===== config.mk =====
export PLATFORM = sky130hd
export DESIGN_NAME = bmu_ahb_master
export DESIGN_NICKNAME = d
export VERILOG_FILES = /design/src/rtl/bmu_pkg.sv /design/src/rtl/bmu_addr_step.sv /design/src/rtl/bmu_req_select.sv /design/src/rtl/bmu_ahb_master.sv
export SDC_FILE = /design/constraint.sdc
export NUM_CORES = 1
export LEC_CHECK = 0
export BUFFER_PORTS_ARGS = -buffer_cell sky130_fd_sc_hd__buf_2
export CAP_MARGIN = 20
export CORE_MARGIN = 4
export CORE_UTILIZATION = 47
export CTS_CLUSTER_SIZE = 25
export DETAILED_ROUTE_END_ITERATION = 10
export PLACE_DENSITY = 0.9
export SYNTH_ARGS = -nofsm -noshare
export SYNTH_HDL_FRONTEND = slang
export SYNTH_SLANG_ARGS = --single-unit

===== constraint.sdc =====
create_clock -name clk -period 2.76 [get_ports clk]
set_input_delay 0.552 -clock clk [delete_from_list [all_inputs] [get_ports clk]]
set_output_delay 0.552 -clock clk [all_outputs]
set_load 0.01 [all_outputs]

===== src/rtl/bmu_pkg.sv =====
package bmu_pkg;
  typedef enum logic [1:0] {
    TR_IDLE   = 2'b00,
    TR_BUSY   = 2'b01,
    TR_NONSEQ = 2'b10,
    TR_SEQ    = 2'b11
  } htrans_t;

  typedef enum logic [1:0] {
    PH_IDLE = 2'b00,
    PH_ADDR = 2'b01,
    PH_DATA = 2'b10
  } phase_t;

  localparam logic [2:0] BURST_SINGLE = 3'b000;
  localparam logic [2:0] BURST_INCR   = 3'b001;
endpackage


===== src/rtl/bmu_addr_step.sv =====
module bmu_addr_step #(
  parameter int AW = 32
) (
  input  logic [AW-1:0] base,
  input  logic [2:0]    size,
  output logic [AW-1:0] next
);
  // continuation address of an incrementing burst
  assign next = base + (AW'(1) << size);
endmodule


===== src/rtl/bmu_req_select.sv =====
module bmu_req_select #(
  parameter int              AW        = 32,
  parameter int              DW        = 32,
  parameter logic [AW-1:0]   LOCAL_TOP = 'h0001_0000
) (
  input  logic          imem_on,
  input  logic          i_req,
  input  logic [AW-1:0] i_addr,
  input  logic          d_req,
  input  logic [AW-1:0] d_addr,
  input  logic          d_write,
  input  logic [DW-1:0] d_wdata,
  input  logic [1:0]    d_size,
  input  logic          d_more,
  input  logic          burst_open,
  output logic          pend,
  output logic          sel_data,
  output logic [AW-1:0] sel_addr,
  output logic          sel_write,
  output logic [DW-1:0] sel_wdata,
  output logic [2:0]    sel_size,
  output logic          sel_more
);
  localparam logic [2:0] FETCH_SIZE = 3'($clog2(DW/8));

  logic fetch_on_bus;

  always_comb begin
    // fetches served by the enabled local memory never reach the bus
    fetch_on_bus = i_req && (!imem_on || (i_addr >= LOCAL_TOP));
    // data wins; an open burst blocks fetches until its next beat
    sel_data = d_req;
    pend     = d_req || (fetch_on_bus && !burst_open);
    if (d_req) begin
      sel_addr  = d_addr;
      sel_write = d_write;
      sel_wdata = d_wdata;
      sel_size  = {1'b0, d_size};
      sel_more  = d_more;
    end else begin
      sel_addr  = i_addr;
      sel_write = 1'b0;
      sel_wdata = '0;
      sel_size  = FETCH_SIZE;
      sel_more  = 1'b0;
    end
  end
endmodule


===== src/rtl/bmu_ahb_master.sv =====
module bmu_ahb_master
  import bmu_pkg::*;
#(
  parameter int            AW        = 32,
  parameter int            DW        = 32,
  parameter logic [AW-1:0] LOCAL_TOP = 'h0001_0000
) (
  input  logic          clk,
  input  logic          rst,
  input  logic          imem_on,
  input  logic          i_req,
  input  logic [AW-1:0] i_addr,
  output logic          i_done,
  input  logic          d_req,
  input  logic [AW-1:0] d_addr,
  input  logic          d_write,
  input  logic [DW-1:0] d_wdata,
  input  logic [1:0]    d_size,
  input  logic          d_more,
  output logic          d_done,
  output logic [DW-1:0] core_rdata,
  output logic          hbusreq,
  input  logic          hgrant,
  output logic [1:0]    htrans,
  output logic [AW-1:0] haddr,
  output logic          hwrite,
  output logic [2:0]    hsize,
  output logic [2:0]    hburst,
  output logic [DW-1:0] hwdata,
  input  logic          hready,
  input  logic [DW-1:0] hrdata
);
  phase_t        ph;
  htrans_t       htrans_q;
  logic          hbusreq_q, hwrite_q, burst_open, cur_data, cur_more;
  logic [AW-1:0] haddr_q, seq_addr, sel_addr;
  logic [2:0]    hsize_q, hburst_q, sel_size;
  logic [DW-1:0] hwdata_q, rdata_q, sel_wdata;
  logic          i_done_q, d_done_q;
  logic          pend, sel_data, sel_write, sel_more;
  logic          launch, use_seq, stay_open;

  bmu_req_select #(.AW(AW), .DW(DW), .LOCAL_TOP(LOCAL_TOP)) u_sel (
    .imem_on(imem_on), .i_req(i_req), .i_addr(i_addr),
    .d_req(d_req), .d_addr(d_addr), .d_write(d_write), .d_wdata(d_wdata),
    .d_size(d_size), .d_more(d_more), .burst_open(burst_open),
    .pend(pend), .sel_data(sel_data), .sel_addr(sel_addr),
    .sel_write(sel_write), .sel_wdata(sel_wdata), .sel_size(sel_size),
    .sel_more(sel_more)
  );

  bmu_addr_step #(.AW(AW)) u_step (
    .base(haddr_q), .size(hsize_q), .next(seq_addr)
  );

  assign launch    = (ph == PH_IDLE) && hready && hgrant && pend;
  assign use_seq   = sel_data && burst_open;
  assign stay_open = burst_open && hgrant;

  always_ff @(posedge clk) begin
    if (rst) begin
      ph         <= PH_IDLE;
      htrans_q   <= TR_IDLE;
      hbusreq_q  <= 1'b0;
      haddr_q    <= '0;
      hwrite_q   <= 1'b0;
      hsize_q    <= '0;
      hburst_q   <= BURST_SINGLE;
      hwdata_q   <= '0;
      rdata_q    <= '0;
      burst_open <= 1'b0;
      cur_data   <= 1'b0;
      cur_more   <= 1'b0;
      i_done_q   <= 1'b0;
      d_done_q   <= 1'b0;
    end else begin
      i_done_q <= 1'b0;
      d_done_q <= 1'b0;
      case (ph)
        PH_IDLE: begin
          if (launch) begin
            ph        <= PH_ADDR;
            htrans_q  <= use_seq ? TR_SEQ : TR_NONSEQ;
            haddr_q   <= use_seq ? seq_addr : sel_addr;
            hwrite_q  <= sel_write;
            hsize_q   <= sel_size;
            hburst_q  <= (use_seq || sel_more) ? BURST_INCR : BURST_SINGLE;
            hwdata_q  <= sel_wdata;
            cur_data  <= sel_data;
            cur_more  <= sel_more;
            hbusreq_q <= sel_more;
          end else begin
            hbusreq_q <= pend || burst_open;
            if (hready) begin
              burst_open <= stay_open;
              htrans_q   <= stay_open ? TR_BUSY : TR_IDLE;
            end
          end
        end
        PH_ADDR: begin
          if (hready) begin
            ph         <= PH_DATA;
            burst_open <= cur_more && hgrant;
            htrans_q   <= (cur_more && hgrant) ? TR_BUSY : TR_IDLE;
          end
        end
        PH_DATA: begin
          if (hready) begin
            ph         <= PH_IDLE;
            rdata_q    <= hrdata;
            d_done_q   <= cur_data;
            i_done_q   <= !cur_data;
            burst_open <= stay_open;
            htrans_q   <= stay_open ? TR_BUSY : TR_IDLE;
          end
        end
        default: ph <= PH_IDLE;
      endcase
    end
  end

  assign htrans     = htrans_q;
  assign hbusreq    = hbusreq_q;
  assign haddr      = haddr_q;
  assign hwrite     = hwrite_q;
  assign hsize      = hsize_q;
  assign hburst     = hburst_q;
  assign hwdata     = hwdata_q;
  assign core_rdata = rdata_q;
  assign i_done     = i_done_q;
  assign d_done     = d_done_q;

  p_reset_idle_r1: assert property (@(posedge clk)
    rst |=> (htrans == 2'b00 && !hbusreq && !i_done && !d_done));

  p_launch_needs_grant_r2: assert property (@(posedge clk) disable iff (rst)
    (htrans == 2'b10 && $past(htrans) != 2'b10) |-> $past(hgrant && hready));

  p_hold_on_wait_r3: assert property (@(posedge clk) disable iff (rst)
    ($past(!hready) && $past(htrans[1])) |->
      ($stable(haddr) && $stable(htrans) && $stable(hwrite)));

  p_seq_is_incr_r4: assert property (@(posedge clk) disable iff (rst)
    (htrans == 2'b11) |-> (hburst == BURST_INCR));

  p_seq_after_busy_r4: assert property (@(posedge clk) disable iff (rst)
    (htrans == 2'b11 && $past(htrans) != 2'b11) |-> ($past(htrans) == 2'b01));

  p_fetch_then_idle_r6: assert property (@(posedge clk) disable iff (rst)
    ($past(hready) && $past(htrans) == 2'b10 && !cur_data) |-> (htrans == 2'b00));

  p_done_after_ready_r8: assert property (@(posedge clk) disable iff (rst)
    (i_done || d_done) |-> ($past(hready) && $onehot0({i_done, d_done})));

  p_idle_without_grant_r10: assert property (@(posedge clk) disable iff (rst)
    $past(hready && !hgrant) |-> (htrans == 2'b00));
endmodule


* After elaboration in Yosys (flattened, before gate mapping)
Cells that the tools add are included.
Operators by class: add/sub/neg operators 1, $mul 0, divide/modulo/power cells 0, $lt $le $gt $ge 1, eq/ne operators 6, shifts and indexed selects 1, muxes and demuxes 23, bitwise operators 2, reduce and logical (&&, ||, !) cells 23
Operators by type and width (count):
- two-way mux 32 bit | 3
- adder 32 bit | 1
- >= comparator 32 x 17 -> 1 bit, second input constant | 1
- << shifter 1 x 3 -> 32 bit, first input constant | 1
- two-way mux 2 bit | 7
- case mux 2 bit (3 select lines) | 2
- two-way mux 1 bit | 10
- logical AND 1 bit | 8
- inequality test 2 bit, second input constant | 4
- AND reduction 2 bit | 3
- AND reduction 3 bit | 2
- logical OR 1 bit | 4
- zero test 1 bit | 3
- case mux 1 bit (3 select lines) | 1
- nonzero test 3 bit | 1
- OR reduction 3 bit | 1
- equality test 2 x 1 -> 1 bit, second input constant | 1
- equality test 2 bit, second input constant | 1
- zero test 2 bit | 1
- NOT 1 bit | 2
Storage, ports and cells: flip-flop bits (word level) 113, bits in latches 0, RAM bits 0, bits in read-only memories 0, bits of input ports 139, output and inout port bits 108, logic and storage cells 71, memories 0

* Depth between registers and ports, before layout
Gate-level depths: netlist (run 1).
depth in word-level cells 8, mapped depth 10, gate-level depth less buffers 9

* By module
Synthesis (run 1) repeated with hierarchy kept, for this count alone.
Unflattened totals: cell total of the unflattened synthesis 765, area, all modules 6053.3 um^2
By module, submodules not included:
- bmu_ahb_master | instances 1, cells an instance 546, area each 4320.4 um^2, sequential area each 2222.1 um^2
- bmu_addr_step | instances 1, cells an instance 131, area each 989.7 um^2, sequential area each 0.0 um^2
- bmu_req_select | instances 1, cells an instance 88, area each 743.2 um^2, sequential area each 0.0 um^2

* Worst setup path before layout (run 1)
No wires, ideal clock.
kind register -> register, from register hsize_q[1], in the netlist hsize[1], to register haddr_q[30], in the netlist haddr[30], setup time 0.074 ns, data arrival time 2.268 ns, path slack 0.418 ns, cell stages (with the launch flop) 10, buffers on the path 0, period minus slack after synthesis 2.342 ns, cell sequence dfxtp_1 > nor2_1 > ha_1 > inv_1 > fa_1 > nand2b_1 > a21oi_1 > nand3_1 > or4b_1 > a31oi_1
Between the ends: longest elaborated chain between the ends 3
Ends and longest elaborated chain:
- from (decl) | line bmu_ahb_master.sv:37 | logic [2:0] hsize_q, hburst_q, sel_size;
- from (signal assigned) | line bmu_ahb_master.sv:86 | hsize_q <= sel_size;
- << shifter 1 x 3 -> 32 bit | line bmu_addr_step.sv:9 | assign next = base + (AW'(1) << size);
- adder 32 bit | line bmu_addr_step.sv:9
- two-way mux 32 bit | line bmu_ahb_master.sv:84 | haddr_q <= use_seq ? seq_addr : sel_addr;
- to (signal assigned) | line bmu_ahb_master.sv:84
- to (decl) | line bmu_ahb_master.sv:36 | logic [AW-1:0] haddr_q, seq_addr, sel_addr;
No other way between the ends. A chain may end at the register's enable or synchronous reset.

* Final worst setup path (run 1)
from register hsize_q[0], in the netlist hsize[0], to register haddr_q[30], in the netlist haddr[30]
The elaborated chain is that of the path after synthesis.

==> results.md, run 1 <==
- Outcome: finished, final reports clean
- Sequential power share: 0.497
- Final setup fails: 0
- Tot GR Track Use: 0.249
- Clock sink count: 110
- TritonCTS clock tree: yes
- Residual DRC count: 0
- Largest stage delay, worst path: slightly above 500 ps
- Skew final: approximately 11 ps
- Min-Delay Path Class: in2reg
- Int Power: around 2.5 mW
- F_max: 0.399 GHz
- Cell count after synthesis: 660
- CTS root buffer: clkbuf_16
- Share of post-route cells with drive strength above 1: 0.326
- Synth Cell Area: approximately 5300 sq um
- CP Capture Type: register
- Seq/Total Area, Yosys: 0.416
- Peak supply drop: approximately 340 uV
- Routability cong.: between 0.9 and 1
- CP max stage cell: or4b_1
- CP top delay family: simple AND/OR/NAND/NOR gates
- Leakage: 3.12 nW
- Tcrit/Tclk final: 0.909
- Post-CTS Setup Bufs: 0
- Max Transition Viols Final: 0
- Grt total ovfl: 0
- Placed Cells: a little over 1000
- # H-tree levels: 3
- CP Launch Type: register
- Comb power frac: 0.131
- Synth area leader: dfxtp_1
- Initial Utilization: 0.484
- Routed vias: 5915
- Die area: roughly 13000 sq um
- Commonest cells in the netlist: dfxtp_1, nand2_1, a21oi_1, nor2_1, a22oi_1
- Die height: between 100 and 150 um
- Switching Share: 0.265
- Library cells used by synthesis: 66
- Synth top area share: 0.416
- Prevailing post-synth register cell: dfxtp_1
- WP data arrival: roughly 2800 ps
- Starting DRT DRC Count: between 600 and 700
- TritonRoute pass-1 iters: 5
- Power, Total: around 3.4 mW
- Placed Area: ~6700 sq um
- Post-CTS Hold Buffers: 0
- Clock-pin slew on the worst setup and hold paths: about 80 ps
- Max-slew headroom: 0.639
- Critical Path Fanout Max: 14
- Core area: about 11000 sq um
- Async S/R FF share, synth: 0
- Rows: 38
- Area growth from synthesis to layout: 31.3%
- # port buffers: about 240
- First-pass GRT wire length: around 27000 um
- DP Wirelength: between 10000 and 15000 um
- Vias in the first global route: 5570
- CTS buffer count: 9
- Synthesis Warnings: 0
- Worst skew pair latency: ~340 ps
- WS Path Type: reg2reg
- Ant diodes: 0
- Max capacitance violation total: 0
- Setup_tns: 0 ps
- Min Tclk post-route: between 2000 and 3000 ps
- Number of synthesized flops with an enable pin: 0
- Largest net degree at the start of global routing: 48
- Synth top area cells: dfxtp_1, nand2_1, a21oi_1
- RSZ-0062 raised after global routing: no
- Final Hold Fails: 0
- Power Dens Cells: 488 nW/um^2
- Nets: just over 1000
- Worst Path Required: slightly above 3000 ps
- Ports: approximately 250
- Post-route cell area: ~7000 sq um
- Clock power frac: 0.372
- Worst slew pin tran: around 530 ps
- Total Wirelength: 17000 um
- WP buf/inv: 2
- Chip width: about 110 um
- Sw Pwr: between 0.9 and 1 mW
- DR vias/cell: 5.76
- Syn_area_per_cell: between 8 and 9 sq um
- Initial antenna violation count: 0
- Most frequent cell after synthesis: dfxtp_1
- Wire per inst: ~17 um
- Max clock buf depth: 2
- #FFs+latches synth: 110
- CP Cell Sequence: nor2_1 -> ha_1 -> inv_1 -> fa_1 -> nand2b_1 -> a21oi_1 -> buf_4 -> nand3_2 -> or4b_1 -> a31oi_1
- Post-DRT Antenna Nets: 0
- Finished Layout Cells: around 1000
-- area by class of cell --
class                   count  area, sq um
clock buffers              11          243
clock inverters             5         51.3
fillers                   973         3980
inverters                  17         63.8
multi-input cells         480         2830
flip-flops and latches    110         2200
well taps                 140          175
repair buffers            264         1390
-- worst reg2reg max path, cell delays in order (launching register included) --
cell and delay (ps):
dfxtp_1 370, nor2_1 110, ha_1 170, inv_1 50
fa_1 390, nand2b_1 180, a21oi_1 130, buf_4 220
nand3_2 150, or4b_1 510, a31oi_1 160
-- layer usage --
metal,global-route usage,up-vias,part of all wire
li1,-,2851,-
met1,0.316,2675,0.39
met2,0.409,332,0.47
met3,0.0539,57,0.10
met4,0.105,0,0.034
met5,0,-,0
-- through the flow --
stage / setup slack, ps / utilization / hold slack, ps
final: 252 / 0.636 / 439
after global routing: 14.5 / 0.636 / 436
after CTS: 213 / 0.635 / 431
after detailed placement: 134 / 0.609 / 443
after global placement: 298 / 0.609 / 439
after floorplan: 418 / - / 417
-- path summary, 6_finish.rpt --
path / startpoint / to / slack, ps / cells past startpoint
worst max-delay path: hsize[0] / haddr[30] / 250 / 10
worst min-delay path: d_wdata[19] / hwdata[19] / 440 / 3
worst max register to register: hsize[0] / haddr[30] / 250 / 10
worst min register to register: core_rdata[6] / core_rdata[6] / 450 / 2
-- power by group through the flow --
stage	sequential (mW)	clock [mW]	combinational, mW
finish	1.69	1.26	0.444
CTS	1.69	1.29	0.443
detailed placement	1.72	0	0.441
floorplan	1.73	0	0.211
global placement	1.72	0	0.433
global route	1.69	1.36	0.487
-- cells by family (layout without fill, tap and decap cells) --
| group | count (synthesis) | in the layout | synth area share |
|---|---|---|---|
| mux | 2 | 2 | 0.00378 |
| flops | 110 | 110 | 0.416 |
| other cells | 1 | 3 | 0.000708 |
| simple gates | 249 | 249 | 0.222 |
| compound gates | 216 | 216 | 0.279 |
| fa+ha+maj | 9 | 9 | 0.0227 |
| xor+xnor | 1 | 1 | 0.00165 |
| buf+inv | 72 | 297 | 0.0543 |
-- layout by cell type (no fill, tap or decap), types with 5 or more instances in the layout --
cell type,n
ha_1,8
nor2_1,70
nand4_1,11
a22oi_1,45
a21o_1,6
buf_2,242
clkbuf_16,9
inv_1,15
nor3_1,5
o21ai_0,15
o32ai_1,10
nor2b_1,6
buf_4,21
nor4_1,5
nand2_1,96
a31oi_1,6
dfxtp_1,110
nand3_1,20
o211ai_1,9
and3_1,10
a21oi_1,70
o31a_1,5
-- flip-flops by register name, summed over array words and instances, names as in the netlist --
signal / flops
burst_open: 1
core_rdata: 32
cur_data: 1
cur_more: 1
d_done: 1
haddr: 32
hburst: 1
hbusreq: 1
hsize: 2
htrans: 2
hwdata: 32
hwrite: 1
i_done: 1
ph: 2
-- timing repair --
item                       4_1_cts  5_1_grt
gates resized for setup          0        2
hold endpoints to repair         0        0
setup endpoints to repair        0        3
Note: power is estimated with default switching activity, not from simulation.
==> inputs of run 2 (changes only) <==
ABC_AREA = 1   (was default)
CORE_UTILIZATION = 48   (was 47)
==> run 2 against run 1 <==
Against the previous run: sequential share of layout area fell by 0.93 points; wire length rose by 8.4%; final cell count rose by 17%; clock-buffer cell count fell by 2; maximum frequency rose by 7.5%; utilization fell by 0.57 points; die area rose by 2.7%; register-to-register slack improved by 170 ps; combinational power rose by 20%; first-iteration DRC count fell by 19%; critical path type unchanged; critical endpoint is now haddr[16]; largest cell class unchanged.
==> results.md, run 2 <==
- RR Startpoint: hsize[0]
- Finished Layout Cells: ~1200
- Final Hold Fails: 0
- GR peak layer: met2
- Reg2reg end: haddr[16]
- Worst Path Required: ~3100 ps
- Placed Cells: between 1000 and 1500
- CP max stage cell: fa_1
- Outcome: finished, final reports clean
- Synth Cell Area: roughly 5600 sq um
- DP Worst Slack: ~360 ps
- Leakage: around 3.4 nW
- Fin Hold WS: ~440 ps
- Share of post-route cells with drive strength above 1: 0.270
- Clock-pin slew on the worst setup and hold paths: around 70 ps
- Initial antenna violation count: 0
- DR vias/cell: ~5.3
- WS Path Type: reg2reg
- Post-CTS Setup Bufs: 0
- Peak supply drop: around 630 uV
- Most used cell, CP: nor2_1
- CTS root buffer: clkbuf_16
- Post-route cell area: 7170 sq um
- F_max: ~0.43 GHz
- Min Tclk post-route: 2330 ps
- Tcrit/Tclk final: 0.845
- Async S/R FF share, synth: 0
- CP Launch Type: register
- Ports: ~250
- Finished Core Util: 0.630
- Chip width: around 120 um
- TritonRoute pass-1 iters: 5
- Number of synthesized flops with an enable pin: 0
- TritonCTS clock tree: yes
- Most common cell after layout, fill and taps aside: buf_2
- Largest stage delay, worst path: 410 ps
- Critical Path Fanout Max: 7
- Worst slew pin tran: about 740 ps
- Die area: ~13000 sq um
- Placed Area: just under 7000 sq um
- Wire per inst: approximately 15 um
- Commonest cells in the netlist: nand2_1, nor2_1, dfxtp_1, a21oi_1, o21ai_0
- Synthesis Warnings: 0
- Post-DRT Antenna Nets: 0
- Met2 usage: 0.444
- Max Transition Viols Final: 0
- Final worst slack: ~430 ps
- #FFs+latches synth: 110
- Nets: approximately 1200
- Grt total ovfl: 0
- Hold Path Sink: core_rdata[2]
- Prevailing post-synth register cell: dfxtp_1
- Resized Gates After CTS: 0
- Hold path depth: 3
- Syn_area_per_cell: between 6 and 7 sq um
- Core area: approximately 11000 sq um
- Synth top area cells: dfxtp_1, nand2_1, nor2_1
- Skew final: 6.58 ps
- R2r setup slk: approximately 430 ps
- Commonest non-fill, non-tap cells in the layout: buf_2, nand2_1, nor2_1
- Routability cong.: about 0.96
- Ant diodes: 0
- Met1 usage: 0.332
- First-pass GRT wire length: between 20000 and 30000 um
- Library cells used by synthesis: 38
- Rows: 39
- Most frequent cell after synthesis: nand2_1
- Min-Delay Path Class: in2reg
- CP Capture Type: register
- RSZ-0062 raised after global routing: no
- Met3 Resource Use GR: 0.0726
- CTS buffer count: 9
- DP Wirelength: between 10000 and 15000 um
- Max clock buf depth: 2
- Routed vias: between 6000 and 7000
- Residual DRC count: 0
- WP data arrival: between 2000 and 3000 ps
- Starting DRT DRC Count: 539
- Final setup fails: 0
- # H-tree levels: 3
- Synth top area share: 0.396
- Area growth from synthesis to layout: 28.7%
- Hold path start: hrdata[2]
- Total Wirelength: around 18000 um
- Synth area leader: dfxtp_1
- Max-slew headroom: 0.503
- Seq/Total Area, Yosys: 0.396
- Largest net degree at the start of global routing: 50
- CP Cell Sequence: nor2_1 -> ha_1 -> inv_1 -> fa_1 -> nor2_1 -> nor2_2 -> inv_1 -> nand2_2 -> nor2_2 -> a21oi_1 -> nor3_1 -> nor2_1 -> nor2_1
- Max capacitance violation total: 0
- Vias in the first global route: ~6000
- Post-CTS Hold Buffers: 0
- Cell count after synthesis: 830
- Initial Utilization: 0.490
- Power, Total: 3.76 mW
- # port buffers: roughly 240
- Tot GR Track Use: 0.269
- Clock sink count: 110
- Power Dens Cells: about 520 nW/um^2
- Die height: about 120 um
- Worst skew pair latency: 360 ps
- R2R cell count: 13
- Setup_tns: 0 ps
run 2: worst max-delay path, delay by kind of cell (launching register included):
family	cells	cell delay, ps
compound gates	1	140
fa+ha+maj	2	590
buf+inv	2	150
flops	1	360
simple gates	8	1050
run 2: routing by layer:
layer | share of wire | up-vias
met5 | 0 | -
met4 | 0.031 | 0
met3 | 0.10 | 46
met2 | 0.48 | 305
met1 | 0.39 | 2812
li1 | - | 3157
run 2: cell families after synthesis:
kind of cell | Yosys count | synth area share
other cells | 1 | 0.000674
simple gates | 408 | 0.299
fa+ha+maj | 9 | 0.0216
compound gates | 196 | 0.195
xor+xnor | 5 | 0.00787
buf+inv | 101 | 0.0798
flops | 110 | 0.396
run 2: layout make-up:
type,count,area [sq um]
inverters,57,214
flip-flops and latches,110,2200
fillers,1062,4200
multi-input cells,621,2930
clock buffers,9,225
well taps,143,179
clock inverters,7,120
repair buffers,254,1300
run 2: power breakdown:
part,switching (mW),total [mW],internal [mW]
clock,0.608,1.50,0.892
combinational,0.311,0.533,0.222
sequential,0.0710,1.72,1.65
run 2: worst max-delay path by stage:
stage | end | cells after the start | slack, ps | startpoint
floorplan | haddr[26] | 14 | 770 | hsize[0]
global placement | haddr[2] | 10 | 410 | i_addr[19]
detailed placement | haddr[4] | 10 | 360 | i_addr[19]
CTS | haddr[16] | 13 | 430 | hsize[0]
global route | haddr[16] | 13 | 120 | hsize[0]
finish | haddr[16] | 13 | 430 | hsize[0]
